===== src/rtl/mdio_pkg.sv =====
package mdio_pkg;
  localparam int CMD_W    = 32;
  localparam int DATA_W   = 16;
  localparam int ADDR_W   = 5;
  localparam int REG_LSB  = 16;
  localparam int RW_BIT   = 21;
  localparam int SUP_BIT  = 22;
  localparam int GO_BIT   = 23;
  localparam int CKS_LSB  = 24;
  localparam int BUSY_BIT = 27;
  localparam int TAIL_LEN = 32;

  // reference clocks per MDC period for a divider code
  function automatic int unsigned mdc_ratio(input logic [2:0] code);
    case (code)
      3'd2:    return 6;
      3'd3:    return 8;
      3'd4:    return 10;
      3'd5:    return 14;
      3'd6:    return 20;
      3'd7:    return 28;
      default: return 4;
    endcase
  endfunction

  // frame after the preamble: start, opcode, addresses, turnaround, data
  function automatic logic [TAIL_LEN-1:0] frame_tail(input logic rd,
                                                     input logic [ADDR_W-1:0] phy,
                                                     input logic [ADDR_W-1:0] regad,
                                                     input logic [DATA_W-1:0] data);
    return {2'b01, (rd ? 2'b10 : 2'b01), phy, regad, 2'b10, data};
  endfunction
endpackage


===== src/rtl/mdio_mdc_gen.sv =====
module mdio_mdc_gen
  import mdio_pkg::*;
#(
  parameter int CNT_W = 5
) (
  input  logic       clk,
  input  logic       rst_n,
  input  logic       run,
  input  logic [2:0] code,
  output logic       mdc,
  output logic       rise,
  output logic       fall
);
  logic [CNT_W-1:0] cnt;
  logic [CNT_W-1:0] lim;
  logic             tick;

  assign lim  = CNT_W'(mdc_ratio(code) / 2 - 1);
  assign tick = run && (cnt == lim);
  assign rise = tick && !mdc;
  assign fall = tick && mdc;

  always_ff @(posedge clk or negedge rst_n) begin
    if (!rst_n) begin
      cnt <= '0;
      mdc <= 1'b0;
    end else if (!run) begin
      cnt <= '0;
      mdc <= 1'b0;
    end else if (tick) begin
      cnt <= '0;
      mdc <= !mdc;
    end else begin
      cnt <= cnt + 1'b1;
    end
  end
endmodule


===== src/rtl/mdio_frame_seq.sv =====
module mdio_frame_seq
  import mdio_pkg::*;
#(
  parameter int PRE_LEN = 32
) (
  input  logic              clk,
  input  logic              rst_n,
  input  logic              launch,
  input  logic              rd,
  input  logic              sup,
  input  logic [ADDR_W-1:0] phy,
  input  logic [ADDR_W-1:0] regad,
  input  logic [DATA_W-1:0] wdata,
  input  logic              mdc_rise,
  input  logic              mdc_fall,
  input  logic              mdio_i,
  output logic              busy,
  output logic              mdio_o,
  output logic              mdio_oe,
  output logic [DATA_W-1:0] rdata,
  output logic              done
);
  localparam int POS_W = $clog2(PRE_LEN + TAIL_LEN);

  logic [TAIL_LEN-1:0] tail_q;
  logic                rd_q;
  logic                sup_q;
  logic [POS_W-1:0]    pos;
  logic [POS_W-1:0]    pre_n;
  logic [POS_W-1:0]    last_pos;
  logic [POS_W-1:0]    fidx;
  logic                in_pre;
  logic                in_ta;
  logic                in_data;

  assign pre_n    = sup_q ? '0 : POS_W'(PRE_LEN);
  assign last_pos = pre_n + POS_W'(TAIL_LEN - 1);
  assign fidx     = pos - pre_n;
  assign in_pre   = pos < pre_n;
  assign in_ta    = !in_pre && (fidx == POS_W'(14) || fidx == POS_W'(15));
  assign in_data  = !in_pre && (fidx >= POS_W'(16));

  assign mdio_o  = (!busy || in_pre) ? 1'b1 : tail_q[5'd31 - fidx[4:0]];
  assign mdio_oe = busy && !(rd_q && (in_ta || in_data));
  assign done    = busy && mdc_fall && (pos == last_pos);

  always_ff @(posedge clk or negedge rst_n) begin
    if (!rst_n) begin
      busy   <= 1'b0;
      pos    <= '0;
      tail_q <= '0;
      rd_q   <= 1'b0;
      sup_q  <= 1'b0;
      rdata  <= '0;
    end else if (launch && !busy) begin
      busy   <= 1'b1;
      pos    <= '0;
      tail_q <= frame_tail(rd, phy, regad, wdata);
      rd_q   <= rd;
      sup_q  <= sup;
    end else if (busy) begin
      if (mdc_rise && rd_q && in_data)
        rdata <= {rdata[DATA_W-2:0], mdio_i};
      if (mdc_fall) begin
        if (pos == last_pos) busy <= 1'b0;
        else                 pos  <= pos + 1'b1;
      end
    end
  end
endmodule


===== src/rtl/mdio_master.sv =====
module mdio_master
  import mdio_pkg::*;
#(
  parameter int PRE_LEN = 32
) (
  input  logic              clk,
  input  logic              rst_n,
  input  logic              cmd_wr,
  input  logic [CMD_W-1:0]  cmd_wdata,
  input  logic [ADDR_W-1:0] phy_addr,
  output logic [CMD_W-1:0]  cmd_rdata,
  output logic              mdc,
  output logic              mdio_o,
  output logic              mdio_oe,
  input  logic              mdio_i
);
  logic [DATA_W-1:0] data_q;
  logic [ADDR_W-1:0] reg_q;
  logic              rd_q;
  logic              sup_q;
  logic              go_q;
  logic [2:0]        cks_q;
  logic              seq_busy;
  logic              seq_done;
  logic              mdc_rise;
  logic              mdc_fall;
  logic [DATA_W-1:0] seq_rdata;
  logic              accept;
  logic              unused_hi;

  assign accept    = cmd_wr && !seq_busy && !go_q;
  assign unused_hi = ^cmd_wdata[CMD_W-1:BUSY_BIT];

  always_ff @(posedge clk or negedge rst_n) begin
    if (!rst_n) begin
      data_q <= '0;
      reg_q  <= '0;
      rd_q   <= 1'b0;
      sup_q  <= 1'b0;
      go_q   <= 1'b0;
      cks_q  <= '0;
    end else if (accept) begin
      data_q <= cmd_wdata[DATA_W-1:0];
      reg_q  <= cmd_wdata[REG_LSB +: ADDR_W];
      rd_q   <= cmd_wdata[RW_BIT];
      sup_q  <= cmd_wdata[SUP_BIT];
      go_q   <= cmd_wdata[GO_BIT];
      cks_q  <= cmd_wdata[CKS_LSB +: 3];
    end else begin
      go_q <= 1'b0;
      if (seq_done && rd_q) data_q <= seq_rdata;
    end
  end

  assign cmd_rdata = {4'b0000, seq_busy, cks_q, go_q, sup_q, rd_q, reg_q, data_q};

  mdio_mdc_gen #(.CNT_W(5)) u_mdc (
    .clk  (clk),
    .rst_n(rst_n),
    .run  (seq_busy),
    .code (cks_q),
    .mdc  (mdc),
    .rise (mdc_rise),
    .fall (mdc_fall)
  );

  mdio_frame_seq #(.PRE_LEN(PRE_LEN)) u_seq (
    .clk     (clk),
    .rst_n   (rst_n),
    .launch  (go_q),
    .rd      (rd_q),
    .sup     (sup_q),
    .phy     (phy_addr),
    .regad   (reg_q),
    .wdata   (data_q),
    .mdc_rise(mdc_rise),
    .mdc_fall(mdc_fall),
    .mdio_i  (mdio_i),
    .busy    (seq_busy),
    .mdio_o  (mdio_o),
    .mdio_oe (mdio_oe),
    .rdata   (seq_rdata),
    .done    (seq_done)
  );
endmodule


===== config.mk =====
export PLATFORM = sky130hd
export DESIGN_NAME = mdio_master
export DESIGN_NICKNAME = d
export VERILOG_FILES = /design/src/rtl/mdio_pkg.sv /design/src/rtl/mdio_mdc_gen.sv /design/src/rtl/mdio_frame_seq.sv /design/src/rtl/mdio_master.sv
export SDC_FILE = /design/constraint.sdc
export NUM_CORES = 1
export LEC_CHECK = 0
export CAP_MARGIN = 20
export CORE_UTILIZATION = 30
export CTS_BUF_LIST = sky130_fd_sc_hd__clkbuf_4 sky130_fd_sc_hd__clkbuf_8
export DETAILED_ROUTE_END_ITERATION = 8
export PLACE_DENSITY = 0.56
export SLEW_MARGIN = 10
export SYNTH_ARGS = -nofsm -noshare
export SYNTH_HDL_FRONTEND = slang
export SYNTH_SLANG_ARGS = --single-unit

===== constraint.sdc =====
create_clock -name clk -period 5.3 [get_ports clk]
set_input_delay 0.795 -clock clk [delete_from_list [all_inputs] [get_ports clk]]
set_output_delay 0.795 -clock clk [all_outputs]
set_load 0.005 [all_outputs]

## Word level (Yosys, flattened, before mapping)

Index checks and enable logic that the tools add are counted.

- Add/subtract/negate cells: 6
- Magnitude comparators: 3
- Equal/unequal tests: 12
- Mux-type cells: 21
- Bitwise gates (word level): 1
- Reductions and logical operators: 28

Operators by type and width:

| cell | count |
|---|---|
| two-way mux 16 bit | 2 |
| two-way mux 6 bit | 5 |
| one-hot mux 5 bit (6 select lines) | 1 |
| logical AND 1 bit | 15 |
| equality test 3 bit (second input constant) | 4 |
| equality test 6 x 4 -> 1 bit (second input constant) | 2 |
| two-way mux 5 bit | 2 |
| two-way mux 1 bit | 9 |
| adder 6 x 1 -> 6 bit (second input constant) | 1 |
| adder 6 x 5 -> 6 bit (second input constant) | 1 |
| equality test 3 x 2 -> 1 bit (second input constant) | 2 |
| equality test 6 bit | 1 |
| greater-or-equal comparator 6 x 5 -> 1 bit (second input constant) | 1 |
| < comparator 5 x 6 -> 1 bit (second input constant) | 1 |
| < comparator 6 bit | 1 |
| AND reduction 3 bit | 2 |
| nonzero test 2 bit | 3 |
| subtractor 6 bit | 1 |
| adder 5 x 1 -> 5 bit (second input constant) | 1 |
| binary-select mux 1 bit (select 5 bit) | 1 |
| equality test 5 bit | 1 |
| zero test 1 bit | 5 |
| subtractor 4 x 1 -> 5 bit (second input constant) | 1 |
| subtractor 5 bit (first input constant) | 1 |
| 4 further kinds | 7 |

- Register bits: 88
- Bits of input ports: 41
- Logic and storage cells: 85

## Logic depth before layout (Yosys ltp)

- Word-level depth: 11
- Gate-level depth with buffers: 11
- Mapped depth without buffers: 8

## Cells and area by module

Synthesis repeated with hierarchy kept, for this count alone.

- Cell total of the unflattened synthesis: 409
- Area, all modules: 4359.2 sq um

Modules (own cells, without submodules):

| module | times used | cells each | area an instance (sq um) | seq. area each (sq um) |
|---|---|---|---|---|
| mdio_frame_seq | 1 | 241 | 2532.4 | 1326.3 |
| mdio_master | 1 | 128 | 1443.9 | 675.6 |
| mdio_mdc_gen | 1 | 40 | 382.9 | 150.1 |

## Least setup slack after synthesis

OpenSTA, ideal clock, no wires.

- Kind: flip-flop to flip-flop
- Start: register cks_q[2]
- End: register data_q[0]
- Setup time: 0.141 ns
- Arrival time: 2.597 ns
- Required time: 5.159 ns
- Path slack: 2.561 ns
- Cell stages (with the launch flop): 11
- Path buffers: 3
- Clock period less this slack: 2.739 ns
- Path through: dfrtp_1 buf_2 nor3b_1 a21oi_1 ha_1 xnor2_1 or4_4 buf_6 clkbuf_1 o41ai_1 a31oi_1

- Longest elaborated chain between the ends: 10
- Elaborated cells between the ends (all ways): 15
- Classes of those cells: add/sub: 1; eq/ne: 7; mux: 1; reduce/logical: 6

Ends and longest elaborated chain:

| element | line | source |
|---|---|---|
| start, declared | mdio_master.sv:22 | `logic [2:0] cks_q;` |
| start signal, assigned | mdio_master.sv:48 | `cks_q <= cmd_wdata[CKS_LSB +: 3];` |
| equality test 3 bit / equality test 3 x 2 -> 1 bit (equally long branches) | mdio_pkg.sv:15 | `case (code)` |
| one-hot mux 5 bit (6 select lines) * | mdio_pkg.sv:15 |  |
| subtractor 4 x 1 -> 5 bit * | mdio_mdc_gen.sv:18 | `assign lim = CNT_W'(mdc_ratio(code) / 2 - 1);` |
| equality test 5 bit * | mdio_mdc_gen.sv:19 | `assign tick = run && (cnt == lim);` |
| logical AND 1 bit * | mdio_mdc_gen.sv:19 |  |
| logical AND 1 bit * | mdio_mdc_gen.sv:21 | `assign fall = tick && mdc;` |
| logical AND 1 bit * (2 in a row) | mdio_frame_seq.sv:45 | `assign done = busy && mdc_fall && (pos == last_pos);` |
| logical AND 1 bit * | mdio_master.sv:51 | `if (seq_done && rd_q) data_q <= seq_rdata;` |
| nonzero test 2 bit (no line) * | -- |  |
| end signal, assigned | mdio_master.sv:43 | `data_q <= cmd_wdata[DATA_W-1:0];` |
| end signal, assigned | mdio_master.sv:51 |  |
| end, declared | mdio_master.sv:17 | `logic [DATA_W-1:0] data_q;` |

Every way passes the cells marked *; elsewhere a longest branch is shown, timed or not.
A chain may end at the register's enable or synchronous reset.

## Final worst setup path

- Start: register u_seq.busy
- End: output port mdio_o

- Longest elaborated chain between the ends: 3

Ends and longest elaborated chain:

| element | line | source |
|---|---|---|
| start, declared | mdio_frame_seq.sv:17 | `output logic busy,` |
| start signal, assigned | mdio_frame_seq.sv:49 | `busy <= 1'b0;` |
| start signal, assigned | mdio_frame_seq.sv:56 | `busy <= 1'b1;` |
| start signal, assigned | mdio_frame_seq.sv:65 | `if (pos == last_pos) busy <= 1'b0;` |
| zero test 1 bit | mdio_frame_seq.sv:43 | `assign mdio_o = (!busy \|\| in_pre) ? 1'b1 : tail_q[5'd31 - fidx[4:0]];` |
| logical OR 1 bit | mdio_frame_seq.sv:43 |  |
| two-way mux 1 bit | mdio_frame_seq.sv:43 |  |
| end, declared | mdio_master.sv:13 | `output logic mdio_o,` |

No other way between the ends.

==> impl_metrics.toml <==
[timing]
setup_viol_count_final = 0
worst_slew_pin_slew_ps = 888
hold_slack_ps = 299
min_period_over_period = 0.733
hold_viol = 0
rsz0062_at_grt = "false"
max_slew_margin = 0.408
final-max-slew-violation-count = 0
fin_skew_ps = 13.8
setup_tns_ps = 0
fin_crit_ps = 3880
fmax_ghz = 0.258

[cells_and_area]
instances_no_fill = 709
area_growth_pct = 20.9
final_util = 0.371
diodes = 0
layout-drive-gt1-share = 0.0895
fillers = 1483
fin_nets = 568
fin_area_um2 = 5370

[critical_path]
r2r-end = "u_seq.rdata[3]"
worstPathMaxFanout = 27
worst_setup_path_start_kind = "register"
ff2ff_setup_slack_ps = 1680
arrival_ps = 3090
reg2reg_depth = 5
path_class = "reg -> out"
crit_family = "buffers and inverters"
critical_path_required_ps = 4510
cp.buffers_inverters = 2
cp_slowest_cell = "clkinv_1"
cp_cell_sequence = "clkinv_1 > nor2_1 > nand4_1 > clkdlybuf4s50_1"
r2r_start = "u_seq.busy"
crit_path_end_kind = "output pin"
cpPeakStageDelay_ps = 890

[yosys]
synthesis.area_um2 = 4440
syn_avg_cell_area_um2 = 9.19
yosysSeqAreaShare = 0.485
synth-seq-cells = 86
synth_cell_type_count = 50
syn_inst = 483
synth_warnings = 0

[clocking]
cts_setup_buffers = 0
htree_levels = 3
cts_resized = 0
cts_buffers = 9
cts-root-buf = "clkbuf_8"
ctsHoldBuffers = 0
cts_tree = "yes"
cts_sinks = 86
clock_latency_ps = 370
cts_buffer_depth = 2
clk_pin_slew_worst_paths_ps = 90

[route]
route.met2.wl_um = 5170
wl_per_cell_um = 15.5
vias = 3630
highest_layer = "met4"
wl_met3_um = 386
via_per_inst = 5.12
drt-met1-wl_um = 5210
wl_um = 11000
drtAntennaViolNets = 0
remaining_drc_errors = 0
dr.pass1.iters = 4
drtIter0Drc = 182

[die]
start_util = 0.307
die_h_um = 124
ios = 76
core-area_um2 = 14500
fp-row-count = 44
dieArea_um2 = 15300
die_w_um = 124

[global_route]
antenna_found_initial = 0
grt_pass1_wl_um = 18400
grt_max_degree = 67
grtUsageTotal = 0.156
grt-ovfl-total = 0
grt_pass1_vias = 3676

[power]
ir_worst_vdd_mv = 0.309
p_leak_nw = 2.30
power_density_nw_per_um2 = 536

[place]
dpl.cell_count = 694
place_area_um2 = 5150
io_buffers = 66
place.gp.congestion = 0.819
dpl.hpwl_um = 7490

[status]
outcome = "complete, no violations"

[worst_hold_path]
hold_path.class = "in -> async"

[flow_run]
cap_violations = 0
==> per-stage QoR <==
stage | setup slack, ps | power (W)
5_1_grt | 1130 | 0.00310
4_1_cts | 1350 | 0.00289
6_report | 1420 | 0.00287
3_5_place_dp | 1690 | 0.00238
2_1_floorplan | 2560 | 0.00194
3_3_place_gp | 1760 | 0.00236
==> cell usage in the layout (no fill, tap or decap), types with 9 or more instances in the layout <==
cell,Yosys,layout
a21oi_1,10,10
a31oi_1,18,18
clkbuf_8,0,9
clkdlybuf4s50_1,0,65
dfrtp_1,86,86
mux2_2,18,18
mux2i_1,10,10
nand2_1,122,122
nand3_1,23,23
nor2_1,28,27
o21ai_0,9,9
o41ai_1,18,18
or4_1,17,17
==> synthesized netlist by cell type (all sizes together) <==
| master | n | area share |
|---|---|---|
| nand2 | 122 | 0.10 |
| dfrtp | 86 | 0.48 |
| clkbuf | 28 | 0.024 |
| nor2 | 28 | 0.024 |
| nand3 | 24 | 0.028 |
| a31oi | 18 | 0.025 |
| buf | 18 | 0.025 |
| mux2 | 18 | 0.046 |
| o41ai | 18 | 0.036 |
| or4 | 18 | 0.031 |
| a21oi | 10 | 0.011 |
| mux2i | 10 | 0.023 |
| o21ai | 9 | 0.010 |
| and3 | 7 | 0.0099 |
| inv | 7 | 0.0059 |
| ha | 6 | 0.017 |
| nor2b | 6 | 0.0085 |
| xnor2 | 5 | 0.0099 |
| a2111oi | 4 | 0.0079 |
| a211oi | 4 | 0.0068 |
| and2 | 4 | 0.0062 |
| nand4 | 4 | 0.0056 |
| nand2b | 3 | 0.0042 |
| nor3b | 3 | 0.0051 |
| nor4 | 3 | 0.0042 |
| nor3 | 2 | 0.0023 |
| nor4b | 2 | 0.0054 |
| o31ai | 2 | 0.0034 |
| a31o | 1 | 0.0020 |
| a41o | 1 | 0.0023 |
| and3b | 1 | 0.0023 |
| clkinv | 1 | 0.00084 |
| conb | 1 | 0.00084 |
| mux4 | 1 | 0.0051 |
| nand3b | 1 | 0.0017 |
| nand4b | 1 | 0.0020 |
| o211ai | 1 | 0.0017 |
| o2bb2ai | 1 | 0.0020 |
| o31a | 1 | 0.0020 |
| or2 | 1 | 0.0014 |
| or3 | 1 | 0.0014 |
| xor2 | 1 | 0.0020 |
==> worst max-delay path by stage <==
stage,start,endpoint,slack (ps),cells after the start
after floorplan,cks_q[2],data_q[0],2560,10
final,u_seq.busy,mdio_o,1420,4
after detailed placement,u_seq.busy,u_seq.rdata[8],1690,5
after global routing,u_seq.busy,mdio_o,1130,4
after CTS,u_seq.busy,mdio_oe,1350,3
after global placement,u_seq.busy,u_seq.rdata[4],1760,5
==> registers in the layout (all words and copies together) (netlist names), 3 cells and up <==
| name | cells |
|---|---|
| cks_q | 3 |
| u_seq.rdata | 16 |
| u_seq.pos | 6 |
| data_q | 16 |
| u_seq.tail_q | 29 |
| reg_q | 5 |
| u_mdc.cnt | 5 |
==> layout make-up <==
class                           instances  area [um2]  area share
Clock buffer                           11         139      0.0259
Clock inverter                          4        72.6      0.0135
Inverter                                8        30.0     0.00560
Multi-Input combinational cell        346        2050       0.383
Sequential cell                        86        2150       0.401
Tap cell                              184         230      0.0429
Timing Repair Buffer                   70         688       0.128
==> per-layer routing <==
metal | track usage | vias up
li1 | - | 1768
met1 | 0.210 | 1793
met2 | 0.247 | 53
met3 | 0.0288 | 16
met4 | 0.0602 | 0
met5 | 0 | -
==> cell families (layout without fill, tap and decap cells) <==
| group | Yosys count | after routing | share of synthesized area |
|---|---|---|---|
| and+or+nand+nor | 231 | 231 | 0.246 |
| xor gates and xnor gates | 6 | 6 | 0.0118 |
| adders and majority gates | 6 | 6 | 0.0169 |
| DFF | 86 | 86 | 0.485 |
| buffers and inverters | 54 | 93 | 0.0558 |
| AOI/OAI and AO/OA | 70 | 70 | 0.110 |
| muxes | 29 | 29 | 0.0733 |
| other | 1 | 4 | 0.000845 |
==> power by group <==
| part | internal [W] | switching (W) | leakage, nW |
|---|---|---|---|
| Clock | 0.000273 | 0.000233 | 0.106 |
| Sequential | 0.000885 | 0.000284 | 1.08 |
| Combinational | 0.000524 | 0.000676 | 1.12 |
No activity file was read; power rests on OpenSTA's default activity.
